$ cat src/rtl/dsp_seq_pkg.sv
package dsp_seq_pkg;

    localparam int NUM_STEPS   = 32;
    localparam int STEP_W      = $clog2(NUM_STEPS);
    localparam int NUM_VOICES  = 5;
    localparam int NUM_STAGES  = 9;
    localparam int NUM_COEFS   = 8;
    localparam int NUM_TIMERS  = 3;
    localparam int VOICE_BITS  = NUM_VOICES * NUM_STAGES;

    // Step at which stage index s (0 = S1) of voice v is scheduled.
    function automatic int stage_step(input int v, input int s);
        int at;
        case (v)
            0: begin
                case (s)
                    0:       at = 17;
                    1:       at = 21;
                    2:       at = 22;
                    3:       at = 31;
                    default: at = s - 4;
                endcase
            end
            1:       at = (s == 0) ? 20 : s - 1;
            2:       at = (s == 0) ? 31 : s + 2;
            3:       at = (s == 0) ? 2  : s + 5;
            default: at = (s == 0) ? 5  : s + 8;
        endcase
        return at;
    endfunction

endpackage

$ cat src/rtl/dsp_seq_counter.sv
module dsp_seq_counter
    import dsp_seq_pkg::*;
#(
    parameter int FRAME_DIV = 4,
    localparam int FRAME_W  = (FRAME_DIV > 1) ? $clog2(FRAME_DIV) : 1
) (
    input  logic               clk,
    input  logic               rst,
    input  logic               en,
    output logic [STEP_W-1:0]  step_o,
    output logic [FRAME_W-1:0] frame_o
);

    localparam logic [STEP_W-1:0]  LAST_STEP  = STEP_W'(NUM_STEPS - 1);
    localparam logic [FRAME_W-1:0] LAST_FRAME = FRAME_W'(FRAME_DIV - 1);

    typedef struct packed {
        logic [STEP_W-1:0]  step;
        logic [FRAME_W-1:0] frame;
    } seq_state_t;

    seq_state_t state_d, state_q;

    always_comb begin
        state_d = state_q;
        if (en) begin
            if (state_q.step == LAST_STEP) begin
                state_d.step  = '0;
                state_d.frame = (state_q.frame == LAST_FRAME) ? '0 : state_q.frame + 1'b1;
            end else begin
                state_d.step = state_q.step + 1'b1;
            end
        end
    end

    always_ff @(posedge clk) begin
        if (rst) begin
            state_q <= '0;
        end else begin
            state_q <= state_d;
        end
    end

    assign step_o  = state_q.step;
    assign frame_o = state_q.frame;

    // one step per enabled cycle, wrapping to zero
    assert_step_advance_R1: assert property (@(posedge clk) disable iff (rst)
        en |=> (step_o == (($past(step_o) == LAST_STEP) ? '0 : $past(step_o) + 1'b1)));

    // no enable, no movement
    assert_step_hold_R1: assert property (@(posedge clk) disable iff (rst)
        !en |=> $stable(step_o) && $stable(frame_o));

    // frame count only moves when a frame completes
    assert_frame_move_R4: assert property (@(posedge clk) disable iff (rst)
        (en && step_o != LAST_STEP) |=> $stable(frame_o));

endmodule

$ cat src/rtl/dsp_seq_voice_decode.sv
module dsp_seq_voice_decode
    import dsp_seq_pkg::*;
(
    input  logic                  clk,
    input  logic                  rst,
    input  logic                  active_i,
    input  logic [STEP_W-1:0]     step_i,
    output logic [VOICE_BITS-1:0] voice_stb_o,
    output logic [2:0]            s3_phase_o
);

    for (genvar v = 0; v < NUM_VOICES; v++) begin : g_voice
        for (genvar s = 0; s < NUM_STAGES; s++) begin : g_stage
            localparam logic [STEP_W-1:0] AT = STEP_W'(stage_step(v, s));
            assign voice_stb_o[v*NUM_STAGES + s] = active_i && (step_i == AT);
        end

        // a voice is in at most one stage per cycle
        assert_one_stage_R6: assert property (@(posedge clk) disable iff (rst)
            $onehot0(voice_stb_o[v*NUM_STAGES +: NUM_STAGES]));
    end

    localparam logic [STEP_W-1:0] S3A_STEP = STEP_W'(stage_step(0, 2));
    localparam logic [STEP_W-1:0] S3B_STEP = STEP_W'(25);
    localparam logic [STEP_W-1:0] S3C_STEP = STEP_W'(30);

    assign s3_phase_o[0] = active_i && (step_i == S3A_STEP);
    assign s3_phase_o[1] = active_i && (step_i == S3B_STEP);
    assign s3_phase_o[2] = active_i && (step_i == S3C_STEP);

    // the first S3 phase coincides with the voice 0 S3 stage strobe
    assert_s3_first_phase_R5: assert property (@(posedge clk) disable iff (rst)
        s3_phase_o[0] |-> voice_stb_o[2]);

    // S3 phases never overlap
    assert_s3_phase_onehot_R5: assert property (@(posedge clk) disable iff (rst)
        $onehot0(s3_phase_o));

endmodule

$ cat src/rtl/dsp_seq_global_decode.sv
module dsp_seq_global_decode
    import dsp_seq_pkg::*;
#(
    parameter int FRAME_W = 2
) (
    input  logic                  clk,
    input  logic                  rst,
    input  logic                  active_i,
    input  logic [STEP_W-1:0]     step_i,
    input  logic [FRAME_W-1:0]    frame_i,
    output logic [NUM_TIMERS-1:0] timer_tick_o,
    output logic [NUM_COEFS-1:0]  fir_load_o,
    output logic                  left_out_o,
    output logic                  right_out_o,
    output logic                  counter_update_o,
    output logic                  kon_clear_o
);

    localparam logic [STEP_W-1:0] HALF_STEP = STEP_W'(NUM_STEPS / 2);

    logic [NUM_COEFS-1:0] fir_sel;

    always_comb begin
        case (step_i)
            STEP_W'(22): fir_sel = 8'b0000_0001;
            STEP_W'(23): fir_sel = 8'b0000_0110;
            STEP_W'(24): fir_sel = 8'b0011_1000;
            STEP_W'(25): fir_sel = 8'b1100_0000;
            default:     fir_sel = '0;
        endcase
    end

    logic at_zero;
    assign at_zero = (step_i == '0);

    assign timer_tick_o[2]   = active_i && (at_zero || step_i == HALF_STEP);
    assign timer_tick_o[0]   = active_i && at_zero && (frame_i == '0);
    assign timer_tick_o[1]   = timer_tick_o[0];
    assign fir_load_o        = active_i ? fir_sel : '0;
    assign left_out_o        = active_i && (step_i == STEP_W'(26));
    assign right_out_o       = active_i && (step_i == STEP_W'(27));
    assign counter_update_o  = active_i && (step_i == STEP_W'(29));
    assign kon_clear_o       = counter_update_o;

    // slow timers only tick in a cycle where the fast timer also ticks
    assert_slow_with_fast_R4: assert property (@(posedge clk) disable iff (rst)
        timer_tick_o[0] |-> timer_tick_o[2] && timer_tick_o[1]);

    // channels are never output in the same cycle
    assert_channels_apart_R9: assert property (@(posedge clk) disable iff (rst)
        !(left_out_o && right_out_o));

    // no update coincides with a channel output or coefficient load
    assert_update_alone_R10: assert property (@(posedge clk) disable iff (rst)
        counter_update_o |-> !left_out_o && !right_out_o && fir_load_o == '0);

    // coefficient loads never overlap channel outputs
    assert_fir_apart_R8: assert property (@(posedge clk) disable iff (rst)
        (fir_load_o != '0) |-> !left_out_o && !right_out_o);

endmodule

$ cat src/rtl/dsp_step_sequencer.sv
module dsp_step_sequencer
    import dsp_seq_pkg::*;
#(
    parameter int TIMER_SLOW_DIV = 4,
    localparam int FRAME_W = (TIMER_SLOW_DIV > 1) ? $clog2(TIMER_SLOW_DIV) : 1
) (
    input  logic                  clk,
    input  logic                  rst,
    input  logic                  en,
    output logic [STEP_W-1:0]     step_o,
    output logic [VOICE_BITS-1:0] voice_stb_o,
    output logic [2:0]            v0_s3_phase_o,
    output logic [NUM_TIMERS-1:0] timer_tick_o,
    output logic [NUM_COEFS-1:0]  fir_load_o,
    output logic                  left_out_o,
    output logic                  right_out_o,
    output logic                  counter_update_o,
    output logic                  kon_clear_o
);

    logic [FRAME_W-1:0] frame;
    logic               active;

    assign active = en && !rst;

    dsp_seq_counter #(.FRAME_DIV(TIMER_SLOW_DIV)) u_counter (
        .clk     (clk),
        .rst     (rst),
        .en      (en),
        .step_o  (step_o),
        .frame_o (frame)
    );

    dsp_seq_voice_decode u_voice (
        .clk         (clk),
        .rst         (rst),
        .active_i    (active),
        .step_i      (step_o),
        .voice_stb_o (voice_stb_o),
        .s3_phase_o  (v0_s3_phase_o)
    );

    dsp_seq_global_decode #(.FRAME_W(FRAME_W)) u_global (
        .clk              (clk),
        .rst              (rst),
        .active_i         (active),
        .step_i           (step_o),
        .frame_i          (frame),
        .timer_tick_o     (timer_tick_o),
        .fir_load_o       (fir_load_o),
        .left_out_o       (left_out_o),
        .right_out_o      (right_out_o),
        .counter_update_o (counter_update_o),
        .kon_clear_o      (kon_clear_o)
    );

    // with the enable low nothing is strobed
    assert_quiet_idle_R2: assert property (@(posedge clk) disable iff (rst)
        !en |-> (voice_stb_o == '0) && (timer_tick_o == '0) && (fir_load_o == '0)
                && !left_out_o && !right_out_o && !counter_update_o);

endmodule

$ cat config.mk
export PLATFORM = sky130hd
export DESIGN_NAME = dsp_step_sequencer
export DESIGN_NICKNAME = d
export VERILOG_FILES = /design/src/rtl/dsp_seq_pkg.sv /design/src/rtl/dsp_seq_counter.sv /design/src/rtl/dsp_seq_voice_decode.sv /design/src/rtl/dsp_seq_global_decode.sv /design/src/rtl/dsp_step_sequencer.sv
export SDC_FILE = /design/constraint.sdc
export NUM_CORES = 1
export LEC_CHECK = 0
export BUFFER_PORTS_ARGS = -buffer_cell sky130_fd_sc_hd__buf_2
export CAP_MARGIN = 10
export CORE_ASPECT_RATIO = 0.5
export CORE_UTILIZATION = 32
export DETAILED_ROUTE_END_ITERATION = 8
export GPL_TIMING_DRIVEN = 0
export PLACE_DENSITY = 0.77
export SYNTH_ARGS = -nofsm -noshare
export SYNTH_HDL_FRONTEND = slang
export SYNTH_SLANG_ARGS = --single-unit
$ cat constraint.sdc
create_clock -name clk -period 3.4 [get_ports clk]
set_input_delay 0.34 -clock clk [delete_from_list [all_inputs] [get_ports clk]]
set_output_delay 0.34 -clock clk [all_outputs]
set_load 0.005 [all_outputs]
### Word-level counts from Yosys, hierarchy flattened

Index checks and enable logic that the tools add are counted.

| storage, ports and cells | value |
|---|---|
| bits of input ports | 3 |
| register bits after elaboration | 7 |
| output and inout bits | 68 |
| word-level logic and storage cells | 72 |

| operators by class | value |
|---|---|
| muxes and demuxes | 4 |
| equal/unequal tests | 29 |
| $add $sub $neg | 2 |
| reductions and logical operators | 35 |

Operator list:

| kind | count |
|---|---|
| $eq A5 B5 Y1 const B | 13 |
| $eq A5 B4 Y1 const B | 8 |
| $pmux W8 S4 | 1 |
| $logic_and A1 B1 Y1 | 30 |
| $eq A5 B3 Y1 const B | 4 |
| $eq A5 B2 Y1 const B | 2 |
| $mux W8 | 1 |
| $add A5 B1 Y5 const B | 1 |
| $eq A5 B1 Y1 const B | 1 |
| $logic_not A5 Y1 | 1 |
| $mux W5 | 1 |
| $add A2 B1 Y2 const B | 1 |
| $eq A2 B2 Y1 const B | 1 |
| $logic_not A2 Y1 | 1 |
| $mux W2 | 1 |
| $reduce_and A2 Y1 | 1 |
| $logic_not A1 Y1 | 1 |
| $logic_or A1 B1 Y1 | 1 |

### Logic depth before layout (Yosys ltp)

Gate-level depths: netlist (run 1).

| depth | value |
|---|---|
| depth after elaboration | 4 |
| mapped depth | 7 |
| gate-level depth less buffers | 6 |

### Cells and area by module

Synthesis (run 1) repeated with hierarchy kept, for this count alone.

| second synthesis, totals | value |
|---|---|
| cells, all modules | 127 |
| area, all modules | 889.6 um^2 |

Modules (own cells, without submodules):

| module | seq. area each (um^2) | times used | cells each | area an instance (um^2) |
|---|---|---|---|---|
| dsp_seq_voice_decode | 0.0 | 1 | 65 | 391.6 |
| dsp_seq_counter | 140.1 | 1 | 38 | 339.1 |
| dsp_seq_global_decode | 0.0 | 1 | 23 | 145.1 |
| dsp_step_sequencer | 0.0 | 1 | 1 | 13.8 |

### Worst setup path after synthesis (run 1)

No wires, ideal clock.

| path | value |
|---|---|
| path type | register -> output |
| start | reg u_counter.state_q, in the netlist u_counter.step_o[2] |
| end | out voice_stb_o[18] |
| buffers on the path | 2 |
| data required time | 3.060 ns |
| cell stages (with the launch flop) | 7 |
| slack | 1.468 ns |
| arrival | 1.592 ns |
| cell sequence | dfxtp_1 -> clkbuf_1 -> and3_1 -> ha_1 -> inv_1 -> nor3_1 -> buf_4 |

| on the way | value |
|---|---|
| cells in the longest elaborated chain, start to end | 2 |

RTL lines:

| element | RTL line | source |
|---|---|---|
| from (decl) | dsp_seq_counter.sv:22 | `seq_state_t state_d, state_q;` |
| from (signal assigned) | dsp_seq_counter.sv:40 | `state_q <= state_d;` |
| $eq A5 B5 Y1 | -- |  |
| $logic_and A1 B1 Y1 | -- |  |
| to (decl) | dsp_step_sequencer.sv:11 | `output logic [VOICE_BITS-1:0] voice_stb_o,` |

No other way between the ends.

### Worst setup path after layout (run 1)

| path | value |
|---|---|
| start | reg u_counter.state_q, in the netlist u_counter.step_o[2] |
| end | out voice_stb_o[18] |

| on the way | value |
|---|---|
| cells in the longest elaborated chain, start to end | 2 |

RTL lines:

| element | RTL line | source |
|---|---|---|
| $eq A5 B5 Y1 | dsp_seq_voice_decode.sv:15 | `assign voice_stb_o[v*NUM_STAGES + s] = active_i && (step_i == AT);` |
| $logic_and A1 B1 Y1 | dsp_seq_voice_decode.sv:15 |  |

No other way between the ends.

==> qor.csv, run 1 <==
stage;metric;value;unit
global_route;grt_antenna_before_repair;0;
floorplanning;dieArea;3060;µm²
yosys;synth_compound_area_share;5.81;%
setup_path;slowest_stage;dfxtp_1;
yosys;netlist_top_cells_count;buf_4, nor2_1, ha_1, nand2_1;
setup_path;reg2reg_to;u_counter.step_o[2];
yosys;syn_avg_cell_area;6.80;µm²
setup_path;path_max_fanout;10;
timing;tightest_slew;0.522;ns
floorplanning;core;2640;µm²
yosys;synthSimpleGateAreaFrac;35.4;%
timing;setup_viol;0;
detailed_routing;drc;0;
timing;post-route-period-util;71.5;%
yosys;syn_nets;144;
yosys;synth-adder-area-share;11.1;%
min_path;hold_start;en;
setup_path;crit_end;voice_stb_o[18];
yosys;synth_seq_cells;7;
yosys;synth_top_cell_by_area;buf_4;
placed_design;portBuffers;70;
setup_path;crit_path_start_kind;flop;
placed_design;placed_cells;240;
setup_path;crit_arrival;2.09;ns
detailed_routing;antenna_left;0;
clocking;post_cts_buffers;0;
setup_path;cp-end-kind;primary output;
status;outcome;completed;
clocking;htreeDepth;1;
timing;drv_slew;0;
global_route;grt_overflow;0;
detailed_routing;drt_wl_total;2.42;mm
global_route;grt_usage;14.5;%
global_route;grt_pass1_vias;810;
timing;final.setup_skew;0.000465;ns
global_route;busiest_layer;met2;
detailed_routing;first_pass_iters;5;
layout;final_cells;244;
placed_design;hpwlAfterDp;1.96;mm
global_route;global_route.usage.met2;28.1;%
floorplanning;start_util;34.3;%
layout;drive_gt1_share;52.7;%
setup_path;crit_required;3.06;ns
clocking;clockBufferDepth;2;
yosys;netlist_area;905;µm²
timing;fmax;0.411;GHz
setup_path;path_class;reg -> out;
setup_path;cpLargestDelayFamily;buffers and inverters;
layout;syn2layout_area_growth;48.8;%
yosys;synth.area.mux_share;1.11;%
timing;rsz0062_at_grt;false;
pwr;leakage;0.817;nW
clocking;path_clk_slew;0.04;ns
floorplanning;num_rows;13;
floorplanning;die_h;39.6;µm
clocking;clock_sinks;7;
yosys;async_flop_share;0;%
clocking;cts_resized;0;
timing;final.setup.tns;0;ns
layout;final_core_util;51.1;%
clocking;clock_latency;0.22;ns
setup_path;path_depth;7;
yosys;ys.flop_type;dfxtp_1;
global_route;grt_pass1_wl;3.44;mm
yosys;synth.distinct_cells;27;
clocking;cts_tree;built;
timing;whs;0.467;ns
yosys;synth_top_area_share;25.7;%
timing;hold_viol_final;0;
setup_path;crit_chain;clkbuf_1 -> and3_1 -> ha_1 -> inv_1 -> nor3_1 -> buf_4 -> buf_2;
run;cap_violations;0;
yosys;syn-instance-count;133;
yosys;synth_edf_count;0;
clocking;clock-root-buffer;clkbuf_8;
yosys;synth_xor_area_share;0;%
global_route;met1_usage;17.0;%
yosys;ys_seq_area_share;15.5;%
setup_path;r2r_setup_slack;1.59;ns
yosys;yosys_warnings;0;
clocking;cts_hold_buf;0;
pwr;irDropWorstVdd;0.101;mV
setup_path;critical-path-max-stage-delay;0.44;ns
global_route;grt_max_degree;11;
min_path;hold_class;in -> reg;
layout;diodes;0;
placed_design;gp_congestion;0.789;
yosys;synthTopCellsByArea;buf_4, dfxtp_1, ha_1;
detailed_routing;drtIter0Drc;39;
timing;fin_crit;2.43;ns
timing;slew_headroom;64.7;%
global_route;use_met3;2.09;%
yosys;synth_top_family_by_area;simple AND/OR/NAND/NOR gates;
setup_path;crit_start;u_counter.step_o[2];
detailed_routing;vias_per_cell;4.46;
setup_path;r2r-start;u_counter.step_o[2];
floorplanning;pin_count;71;
setup_path;path_buf_inv;4;
setup_path;reg2reg_depth;6;
layout;fin_nets;219;
detailed_routing;wl_per_cell;9.90;µm
detailed_routing;vias;1089;
floorplanning;dieWidth;77.2;µm
pwr;cellPowerDensity;184;nW/µm²
yosys;synth.most_common_cell;buf_4;
clocking;cts_buffers;3;
worst reg2reg max path, stage by stage (launching register included):
cell and delay, ns:
dfxtp_1 0.44, clkbuf_1 0.36, and3_1 0.25, ha_1 0.28, inv_1 0.11, a32oi_1 0.19, nor2_1 0.05
where the power goes:
part	switching, mW	internal, mW
Sequential	0.00376	0.0851
Clock	0.0355	0.0811
Combinational	0.0238	0.0190
metal layers:
layer,vias up,share of wire [%]
li1,551,-
met1,511,43
met2,25,53
met3,2,3.4
met4,0,0.54
met5,-,0
logic make-up (layout without fill, tap and decap cells):
family,Yosys count,after routing
adder cells (fa/ha/maj),8,8
buffers and inverters,43,117
AND/OR/NAND/NOR,65,65
flip-flops,7,7
multiplexers,1,1
AO/OA/AOI/OAI,9,9
area by class of cell:
type	instances	area (µm²)
plain buffers	36	255
clock buffers	4	45.0
fillers	270	1290
inverters	7	26.3
multi-input cells	83	483
flip-flops and latches	7	140
well taps	37	46.3
repair buffers	70	350
sequential cells by signal, summed over array words and instances, names as in the netlist:
register and count:
u_counter.step_o 5, u_counter.frame_o 2
metrics by stage:
step / instance area (µm²) / setup slack (ns) / power (mW)
CTS: 1350 / 0.971 / 0.253
floorplan: 905 / 1.47 / 0.117
finish: 1350 / 0.967 / 0.248
global placement: 1300 / 1.23 / 0.132
global route: 1350 / 0.821 / 0.265
detailed placement: 1300 / 1.21 / 0.133
how the worst min path moves through the flow:
stage | endpoint | cells past startpoint
2_1_floorplan | u_counter.frame_o[1] | 2
6_report | u_counter.step_o[1] | 4
3_5_place_dp | u_counter.frame_o[1] | 2
3_3_place_gp | u_counter.frame_o[1] | 2
5_1_grt | u_counter.step_o[1] | 4
4_1_cts | u_counter.step_o[1] | 4
cells in the final DEF, fill, tap and decap left out, types with 4 or more instances in the layout:
cell type  count
buf_4         31
inv_1          6
nand3_1        5
dfxtp_1        7
buf_2         73
nor2_1        25
ha_1           8
a21oi_1        4
nand2b_1       7
nand2_1        8
nor3_1         7
(Power assumes the default switching activity.)
==> inputs of run 2 (changes only) <==
--- a/config.mk
+++ b/config.mk
@@ -5,13 +5,14 @@
 export SDC_FILE = /design/constraint.sdc
 export NUM_CORES = 1
 export LEC_CHECK = 0
+export ABC_AREA = 1
 export BUFFER_PORTS_ARGS = -buffer_cell sky130_fd_sc_hd__buf_2
 export CAP_MARGIN = 10
 export CORE_ASPECT_RATIO = 0.5
 export CORE_UTILIZATION = 32
 export DETAILED_ROUTE_END_ITERATION = 8
 export GPL_TIMING_DRIVEN = 0
-export PLACE_DENSITY = 0.77
+export PLACE_DENSITY = 0.8
 export SYNTH_ARGS = -nofsm -noshare
 export SYNTH_HDL_FRONTEND = slang
 export SYNTH_SLANG_ARGS = --single-unit
==> constraint.sdc (replaced) <==
create_clock -name clk -period 2.15 [get_ports clk]
set_input_delay 0.215 -clock clk [delete_from_list [all_inputs] [get_ports clk]]
set_output_delay 0.215 -clock clk [all_outputs]
set_load 0.005 [all_outputs]
==> run 2 against run 1 <==
Effect of this change:
- sequential share of layout area is 0.11 points higher
- utilization fell by 0.21 points
- non-clock buffer count down 4
- synthesized cell count is 9.0% higher
- flip-flop and latch count unchanged
- design area decreased by 1.0%
- worst setup slack worse by 0.78 ns
- largest cell class unchanged
- count of clock-buffer cells in the layout unchanged
- clock skew is essentially flat
- hold slack got worse by 0.31 ns
- total power increased by 61%
==> qor.csv, run 2 <==
stage;metric;value;unit
layout;largest_reg_flops;5;
yosys;ys_seq_area_share;15.7;%
layout;fill_cells;272;
yosys;syn_avg_cell_area;6.16;µm²
status;outcome;completed;
layout;multi_input_area;425;µm²
min_path;hold_class;in -> reg;
layout;layout_common_cells;buf_2, nor2_1, buf_4;
clocking;cts_hold_buf;0;
setup_path;slowest_stage;dfxtp_1;
min_path;min_path_cells;2;
setup_path;crit_chain;ha_2 -> inv_1 -> nor2_1 -> ha_1 -> nand2_1 -> inv_1 -> nand2_1 -> inv_1 -> buf_4 -> buf_2;
yosys;ys.flop_type;dfxtp_1;
pwr;leakage;0.882;nW
timing;final.setup_skew;0.000920;ns
layout;fin_area;1330;µm²
yosys;synth_seq_cells;7;
setup_path;cpLargestDelayFamily;adder cells;
setup_path;reg2reg_to;u_counter.step_o[3];
setup_path;path_max_fanout;5;
placed_design;gp_congestion;0.761;
timing;hold_viol_final;0;
placed_design;postPlaceCellArea;1280;µm²
timing;post-route-period-util;91.2;%
clocking;clock_latency;0.22;ns
floorplanning;core;2620;µm²
clocking;cts_tree;built;
min_path;whs_endpoint;u_counter.step_o[1];
yosys;synth.distinct_cells;16;
timing;drv_slew;0;
detailed_routing;wl_met3;73;µm
global_route;grt_antenna_before_repair;0;
detailed_routing;drt-met1-wl;983;µm
layout;diodes;0;
detailed_routing;wl_met2;1.20;mm
yosys;synth_edf_count;0;
global_route;grt_overflow;0;
timing;final.setup.tns;0;ns
global_route;grt_max_degree;11;
pwr;cellPowerDensity;299;nW/µm²
yosys;synth.most_common_cell;nor2_1;
detailed_routing;antenna_left;0;
floorplanning;dieArea;3020;µm²
min_path;hold_start;rst;
layout;drive_gt1_share;51.4;%
yosys;netlist_top_cells_count;nor2_1, buf_4, nand2_1;
timing;setup_viol;0;
detailed_routing;vias;1039;
layout;layout_commonest_cell;buf_2;
timing;slew_headroom;78.6;%
layout;syn2layout_area_growth;49.2;%
setup_path;r2r-start;u_counter.step_o[0];
detailed_routing;vias_per_cell;4.07;
yosys;async_flop_share;0;%
floorplanning;start_util;34.1;%
floorplanning;die_h;39.4;µm
layout;final_core_util;50.9;%
setup_path;crit_path_start_kind;flop;
timing;rsz0062_at_grt;false;
setup_path;crit_arrival;1.75;ns
setup_path;worst_path_most_repeated_cell;inv_1;
timing;tightest_slew;0.319;ns
detailed_routing;drc;0;
placed_design;portBuffers;69;
yosys;syn_nets;156;
layout;regArea;140;µm²
detailed_routing;routed.top_layer;met4;
global_route;grt_pass1_wl;3.16;mm
run;cap_violations;0;
detailed_routing;wl_per_cell;8.86;µm
clocking;clock_sinks;7;
global_route;grt_pass1_vias;789;
setup_path;path_depth;10;
clocking;cts_buffers;3;
setup_path;path_class;reg -> out;
setup_path;critical-path-max-stage-delay;0.41;ns
global_route;grt_usage;13.4;%
setup_path;crit_required;1.93;ns
floorplanning;pin_count;71;
pwr;irDropWorstVdd;0.234;mV
yosys;synthTopCellsByArea;buf_4, dfxtp_1, nor2_1;
detailed_routing;drt_wl_total;2.26;mm
detailed_routing;first_pass_iters;4;
timing;fin_crit;1.96;ns
setup_path;path_buf_inv;5;
detailed_routing;drtIter0Drc;35;
layout;fin_nets;230;
clocking;path_clk_slew;0.04;ns
clocking;clock-root-buffer;clkbuf_8;
setup_path;reg2reg_depth;9;
yosys;synth_top_cell_by_area;buf_4;
clocking;htreeDepth;1;
yosys;syn-instance-count;145;
floorplanning;dieWidth;76.7;µm
yosys;netlist_area;893;µm²
timing;fmax;0.510;GHz
setup_path;r2r_setup_slack;0.62;ns
setup_path;cp-end-kind;primary output;
yosys;yosys_warnings;0;
clocking;clockBufferDepth;2;
yosys;synth_top_area_share;26.1;%
floorplanning;num_rows;13;
placed_design;hpwlAfterDp;1.93;mm
[run 2: routing by layer]
metal,track usage (%),up-vias
met2,26.3,21
met3,1.40,2
met5,0,-
li1,-,548
met4,5.77,0
met1,15.6,468
[run 2: cell families (layout without fill, tap and decap cells)]
group / count (synthesis) / in the layout / synth area share [%]
and+or+nand+nor: 70 / 70 / 31.5
adders and majority gates: 8 / 8 / 11.2
AOI/OAI and AO/OA: 6 / 6 / 3.64
xor gates and xnor gates: 1 / 1 / 0.981
DFF: 7 / 7 / 15.7
buffers and inverters: 53 / 126 / 37.0
[run 2: what timing repair did]
action / in CTS / in global routing
endpoints found under the setup margin: 0 / 1
buffers inserted: 0 / 0
resized for setup: 0 / 1
[run 2: worst max-delay path by stage]
stage	from	to	slack [ns]
floorplan	u_counter.step_o[0]	voice_stb_o[18]	0.62
global placement	u_counter.step_o[0]	voice_stb_o[18]	0.43
detailed placement	u_counter.step_o[0]	voice_stb_o[18]	0.39
CTS	u_counter.step_o[0]	voice_stb_o[18]	0.14
global route	u_counter.step_o[0]	voice_stb_o[18]	0.03
finish	u_counter.step_o[0]	voice_stb_o[18]	0.19
[run 2: metrics by stage]
step           total power, mW  std cells  setup WS (ns)  hold WS (ns)
3_5_place_dp             0.219        251          0.394         0.395
5_1_grt                  0.421        255         0.0298         0.168
6_report                 0.399        255          0.189         0.159
4_1_cts                  0.404        255          0.138         0.160
2_1_floorplan            0.195        145          0.621         0.284
3_3_place_gp             0.218        251          0.426         0.395
[run 2: area by class of cell]
class / instances / area share (%)
multi-input combinational: 85 / 31.9
timing repair buffer: 69 / 25.9
buffer: 33 / 19.2
sequential: 7 / 10.5
inverter: 20 / 5.63
tap: 37 / 3.47
clock buffer: 4 / 3.38
[run 2: worst register-to-register path, stage by stage (launching register included)]
cell	delay [ns]
dfxtp_1	0.41
ha_2	0.26
inv_1	0.05
nor2_1	0.15
ha_1	0.20
nand2_1	0.07
nand2_1	0.12
inv_1	0.06
nand2_1	0.06
nor2_1	0.04
[run 2: power breakdown]
part | switching [mW] | leakage (nW) | internal, mW
registers | 0.00621 | 0.0570 | 0.135
clock network | 0.0535 | 0.0228 | 0.128
logic | 0.0433 | 0.802 | 0.0326
